==> src/rtl/tmr8_cmp.sv <==
module tmr8_cmp #(
  parameter int CW  = 8,
  parameter int PSW = 10
) (
  input  logic          clk,
  input  logic          rst_n,
  input  logic          wr_en,
  input  logic [2:0]    addr,
  input  logic [CW-1:0] wdata,
  output logic [CW-1:0] rdata,
  input  logic          ext_clk,
  input  logic          gie,
  output logic          irq_cmp,
  output logic          irq_ovf
);
  localparam logic [CW-1:0] TOP = '1;

  logic [CW-1:0]  cnt, cmpv;
  logic [2:0]     csel;
  logic [1:0]     mask, flags;
  logic [PSW-1:0] psc;
  logic [2:0]     xs;
  logic           blk, tick;

  wire wr_cnt = wr_en && addr == 3'd0;
  wire rise   = xs[1] & ~xs[2];
  wire fall   = ~xs[1] & xs[2];
  wire hit    = tick && !blk && !wr_cnt && cnt == cmpv;
  wire wrap   = tick && !wr_cnt && cnt == TOP;

  always_comb begin
    case (csel)
      3'd1:    tick = 1'b1;
      3'd2:    tick = &psc[2:0];
      3'd3:    tick = &psc[5:0];
      3'd4:    tick = &psc[7:0];
      3'd5:    tick = &psc[9:0];
      3'd6:    tick = fall;
      3'd7:    tick = rise;
      default: tick = 1'b0;
    endcase
  end

  always_ff @(posedge clk) begin
    if (!rst_n) begin
      psc <= '0;
      xs  <= '0;
    end else begin
      psc <= psc + 1'b1;
      xs  <= {xs[1:0], ext_clk};
    end
  end

  always_ff @(posedge clk) begin
    if (!rst_n) begin
      cnt <= '0;
      blk <= 1'b0;
    end else if (wr_cnt) begin
      cnt <= wdata;
      blk <= 1'b1;
    end else if (tick) begin
      cnt <= cnt + 1'b1;
      blk <= 1'b0;
    end
  end

  always_ff @(posedge clk) begin
    if (!rst_n) begin
      cmpv  <= '0;
      csel  <= '0;
      mask  <= '0;
      flags <= '0;
    end else begin
      if (wr_en && addr == 3'd1) cmpv <= wdata;
      if (wr_en && addr == 3'd2) csel <= wdata[2:0];
      if (wr_en && addr == 3'd3) mask <= wdata[1:0];
      flags <= (flags & ~((wr_en && addr == 3'd4) ? wdata[1:0] : 2'b00)) | {hit, wrap};
    end
  end

  always_comb begin
    rdata = '0;
    case (addr)
      3'd0: rdata = cnt;
      3'd1: rdata = cmpv;
      3'd2: rdata[2:0] = csel;
      3'd3: rdata[1:0] = mask;
      3'd4: rdata[1:0] = flags;
      default: rdata = '0;
    endcase
  end

  assign irq_cmp = gie & mask[1] & flags[1];
  assign irq_ovf = gie & mask[0] & flags[0];
endmodule

==> config.mk <==
export PLATFORM = sky130hd
export DESIGN_NAME = tmr8_cmp
export DESIGN_NICKNAME = d
export VERILOG_FILES = /design/src/rtl/tmr8_cmp.sv
export SDC_FILE = /design/constraint.sdc
export NUM_CORES = 1
export LEC_CHECK = 0
export BUFFER_PORTS_ARGS = -buffer_cell sky130_fd_sc_hd__buf_4
export CELL_PAD_IN_SITES_DETAIL_PLACEMENT = 0
export CELL_PAD_IN_SITES_GLOBAL_PLACEMENT = 2
export CORE_ASPECT_RATIO = 0.9
export CORE_MARGIN = 10
export CORE_UTILIZATION = 37
export CTS_CLUSTER_DIAMETER = 80
export CTS_CLUSTER_SIZE = 30
export DETAILED_ROUTE_END_ITERATION = 6
export MAX_ROUTING_LAYER = met4
export PLACE_DENSITY = 0.87
export SLEW_MARGIN = 20
export SYNTH_ARGS = -nofsm -noshare
export SYNTH_HDL_FRONTEND = slang
export SYNTH_SLANG_ARGS = --single-unit
==> constraint.sdc <==
create_clock -name clk -period 5.28 [get_ports clk]
set_input_delay 0.528 -clock clk [delete_from_list [all_inputs] [get_ports clk]]
set_output_delay 0.528 -clock clk [all_outputs]
set_load 0.1 [all_outputs]
# Word-level counts from Yosys, hierarchy flattened
# Index checks and enable logic that the tools add are counted.
[classes] add_sub_neg=2 n_eq_ne=13 muxes=9 n_bitwise=11 reduce_logical=18
[op_table] cell="2-to-1 mux 8 bit" n=2
[op_table] cell="== test 3 bit, second input constant" n=5
[op_table] cell="== test 3 x 2 -> 1 bit, second input constant" n=4
[op_table] cell="adder 10 x 1 -> 10 bit, second input constant" n=1
[op_table] cell="logical AND 1 bit" n=10
[op_table] cell="case mux 2 bit (5 select lines)" n=1
[op_table] cell="case mux 5 bit (2 select lines)" n=1
[op_table] cell="AND reduction 10 bit" n=1
[op_table] cell="adder 8 x 1 -> 8 bit, second input constant" n=1
[op_table] cell="== test 8 bit" n=1
[op_table] cell="== test 8 bit, second input constant" n=1
[op_table] cell="AND reduction 8 bit" n=1
[op_table] cell="case mux 1 bit (7 select lines)" n=1
[op_table] cell="bitwise AND 1 bit" n=6
[op_table] cell="== test 3 x 1 -> 1 bit, second input constant" n=2
[op_table] cell="AND reduction 6 bit" n=1
[op_table] cell="zero test 3 bit" n=1
[op_table] cell="case mux 1 bit (3 select lines)" n=1
[op_table] cell="AND reduction 3 bit" n=1
[op_table] cell="bitwise AND 2 bit" n=1
[op_table] cell="zero test 1 bit" n=2
[op_table] cell="2-to-1 mux 1 bit" n=2
[op_table] cell="2-to-1 mux 2 bit" n=1
[op_table] cell="NOT 1 bit" n=2
[op_table] cell="3 further kinds" n=3
[word_totals] ff_bits=37 output_inout_bits=10

# Depth between registers and ports, before layout
[logic_depth] depth_word=7 depth_mapped=8 mapped_depth_nobuf=7

# Worst setup path before layout
# No wires, ideal clock.
[synth_timing] path_kind="input -> output" start="input addr[0]" end="output rdata[3]" t_arrival_ns=3.259 required_time_ns=4.752 setup_slack_ns=1.493 path_stages=4 path_buffers=2 path_cell_list="buf_2 > buf_1 > mux2i_1 > nor3_1"
[synth_between] elab_chain_cells=2 word_cells_on_any_way=3 cone_classes="1 x eq/ne; 1 x mux; 1 x reduce/logical"
[synth_rtl] element="start, declared" line="8" text="input logic [2:0] addr,"
[synth_rtl] element="== test 3 x 1 -> 1 bit or zero test 3 bit (tied branches)" line="83" text="case (addr)"
[synth_rtl] element="case mux 5 bit (2 select lines) (*)" line="83"
[synth_rtl] element="end, declared" line="10" text="output logic [CW-1:0] rdata,"
# Every way passes the cells marked *; elsewhere a longest branch is shown, timed or not.

# Final worst setup path
[layout_timing] start="register psc[0]" end="register cnt[4]"
[layout_between] elab_chain_cells=3 word_cells_on_any_way=6 cone_classes="1 x mux; 5 x reduce/logical"
[layout_rtl] element="start, declared" line="21" text="logic [PSW-1:0] psc;"
[layout_rtl] element="start signal, assigned" line="49" text="psc <= psc + 1'b1;"
[layout_rtl] element="AND reduction 10 bit, or another cell as far along" line="37" text="3'd5: tick = &psc[9:0];"
[layout_rtl] element="case mux 1 bit (7 select lines) (*)" line="32" text="case (csel)"
[layout_rtl] element="nonzero test 2 bit (no line) (*)"
[layout_rtl] element="end signal, assigned" line="59" text="cnt <= wdata;"
[layout_rtl] element="end signal, assigned" line="62" text="cnt <= cnt + 1'b1;"
[layout_rtl] element="end, declared" line="18" text="logic [CW-1:0] cnt, cmpv;"
# Marks and branches as above.
# A chain may end at the register's enable or synchronous reset.

==> flow_metrics.py <==
metrics = {
    "run_status": {
        "status": "completed",
    },
    "timing": {
        "setup_viol": 0,
        "setup_tns_ns": 0,
        "hold_viol": 0,
        "skew_ns": 0.00827,
        "slew_headroom": 0.463,
        "slew_violations": 0,
        "period_minus_slack_ns": 2.23,
        "fmax_mhz": 449,
        "rsz0062_at_grt": "no",
        "fin_crit_sh": 0.422,
        "hold_slack_ns": 0.442,
        "tightest_slew_ns": 0.805,
    },
    "setup_path": {
        "cp_top_family": "simple AND/OR/NAND/NOR gates",
        "worstPathArrival_ns": 2.44,
        "critPathMaxStageDelay_ns": 0.57,
        "cp_num_buf_inv": 0,
        "cp_slowest_cell": "or4_1",
        "cp.depth": 6,
        "start_kind": "flip-flop",
        "end_kind": "flip-flop",
        "path_class": "reg2reg",
        "required_ns": 5.49,
        "reg2regPathDepth": 6,
        "crit_fanout": 18,
        "path_cells": "ha_1 > and3_1 > a311o_2 > o211ai_2 > or4_1 > a31oi_1",
    },
    "pwr": {
        "power_frac_seq": 0.450,
        "finalPower_uw": 671,
        "comb_power_share": 0.114,
        "vdd_drop_max_mv": 0.153,
        "p_sw_uw": 164,
        "clockPowerShare": 0.436,
        "switching_share": 0.244,
        "p_int_uw": 507,
        "power_density_nw_per_um2": 285,
        "p_leak_nw": 0.879,
    },
    "finish": {
        "fin_area_um2": 2350,
        "fin_cells": 318,
        "antenna_cells": 0,
        "fin_nets": 269,
        "layout-drive-gt1-share": 0.159,
        "area_growth_pct": 17.3,
    },
    "clock_tree": {
        "postCtsHoldBufs": 0,
        "clk_pin_slew_ns": 0.08,
        "clk_latency_ns": 0.29,
        "clockBufferDepth": 2,
        "cts_resized": 0,
        "cts_tree": "done",
        "ctsHtreeMaxLevel": 2,
        "cts_root_buffer": "clkbuf_8",
        "clkSinkCount": 37,
        "cts_buffers": 5,
        "cts_setup_buffers": 0,
    },
    "logic_synthesis": {
        "synthAdderAreaFrac": 0.0187,
        "synth_compound_area_frac": 0.132,
        "synth_top_area_frac": 0.369,
        "ys_seq_area_frac": 0.369,
        "synth_top_area_cell": "dfxtp_1",
        "synth_top_family_by_area": "simple AND/OR/NAND/NOR gates",
        "synthCells": 234,
        "synth_edf_count": 0,
        "synthMuxAreaShare": 0.110,
        "syn-num-nets": 253,
        "yosys_most_used_dff": "dfxtp_1",
        "synth_area_per_cell_um2": 8.58,
        "ys_types": 42,
        "ys_ff_latch": 37,
        "ys_top_cells_by_area": "dfxtp_1 (37%), mux2i_1 (11%), nor2_1 (6.0%)",
        "async_flop_share": 0,
        "synth-simple-area-share": 0.257,
        "yosysWarningCount": 0,
        "yosys.area_share.xor_xnor": 0.0655,
        "synth.cell_area_um2": 2010,
    },
    "route": {
        "ant_nets": 0,
        "dr.pass1.iters": 4,
        "via_per_inst": 5.39,
        "drc_errors": 0,
        "drt-wirelength-per-cell_um": 15.9,
        "finalWirelength_mm": 5.04,
        "via_count": 1715,
        "drtIter0Drc": 78,
    },
    "die": {
        "core_um2": 5260,
        "rows": 25,
        "die_w_um": 97.6,
        "ios": 26,
        "die_h_um": 89.9,
        "start_util": 0.382,
        "die_area_um2": 8770,
    },
    "placement": {
        "port_buffers": 25,
        "place_area_um2": 2220,
        "dp_cells": 310,
        "gp_congestion": 0.774,
        "dpl.hpwl_mm": 3.54,
    },
    "min_path": {
        "hold_class": "in2reg",
        "hold_depth": 2,
    },
    "global_route": {
        "grt_max_degree": 24,
        "grt.total_usage": 0.112,
        "antenna_found_initial": 0,
        "grt_pass1_wl_mm": 8.09,
        "grt_pass1_vias": 1532,
        "globalRoute.totalOverflow": 0,
    },
    "job": {
        "maxCapViolations": 0,
    },
}
-- cell usage after synthesis (2+ instances only) --
cell and instances:
nor4_1 5, nor3_1 8, o21a_1 4, buf_4 2, clkbuf_1 7, a21oi_1 4, xnor2_1 10, a21boi_0 2
nand3b_1 2, ha_1 3, mux2i_1 22, o22ai_1 2, buf_2 5, nand2_1 11, dfxtp_1 37, nand3_1 13
nand4_1 4, o31ai_1 3, buf_1 2, nor2_1 32, or4_1 5, a31oi_1 6, o21ai_1 4, o21ai_0 6
xor2_1 5, and2_1 5, or3_1 2, inv_1 6, and3_1 4
-- sequential cells by signal (all words and copies together) (netlist names) --
register and flops:
psc 10, cmpv 8, cnt 8, csel 3, xs 3, flags 2
mask 2, blk 1
-- final timing paths --
path	from	to	slack [ns]
worst min-delay path	ext_clk	xs[0]	0.44
worst min register to register	xs[0]	xs[1]	0.45
worst max-delay path	psc[0]	cnt[4]	3.05
worst max register to register	psc[0]	cnt[4]	3.05
-- cell type report --
type,instances,area (µm²)
Inverter,6,22.5
Tap cell,67,83.8
Sequential cell,37,741
Clock inverter,3,65.1
Clock buffer,5,68.8
Timing Repair Buffer,25,188
Multi-Input combinational cell,175,1180
Fill cell,529,2900
-- power by group through the flow --
stage	logic, mW	clock network, mW	registers (mW)
after floorplan	0.0568	0	0.302
after global placement	0.0761	0	0.308
after detailed placement	0.0760	0	0.308
after CTS	0.0766	0.299	0.302
after global routing	0.0835	0.310	0.303
final	0.0762	0.293	0.302
-- stage by stage --
step                      setup slack [ns]   util
after floorplan                       1.49      -
after global placement                2.92  0.421
after detailed placement              3.08  0.422
after CTS                             3.06  0.448
after global routing                  2.89  0.448
final                                 3.05  0.448
-- placed cells by master (no fill, tap or decap), types with 5 or more instances in the layout --
cell	n
dfxtp_1	37
nor2_1	32
buf_4	25
mux2i_1	22
nand3_1	13
nand2_1	11
xnor2_1	10
nor3_1	8
inv_1	6
a31oi_1	6
o21ai_0	6
xor2_1	5
and2_1	5
or4_1	5
nor4_1	5
clkbuf_8	5
-- metal layers --
metal / vias to the layer above / track usage / wire, µm
met2: 57 / 0.148 / 2050
met4: 0 / 0.0291 / 42
met1: 780 / 0.162 / 2660
li1: 874 / - / -
met5: - / - / 0
met3: 4 / 0.0291 / 290
-- kinds of logic after synthesis --
group                    count (synthesis)
AO/OA/AOI/OAI                           37
AND/OR/NAND/NOR                         98
XOR/XNOR                                15
buffers and inverters                   22
multiplexers                            22
flip-flops                              37
adder cells (fa/ha/maj)                  3
(Power assumes the default switching activity.)
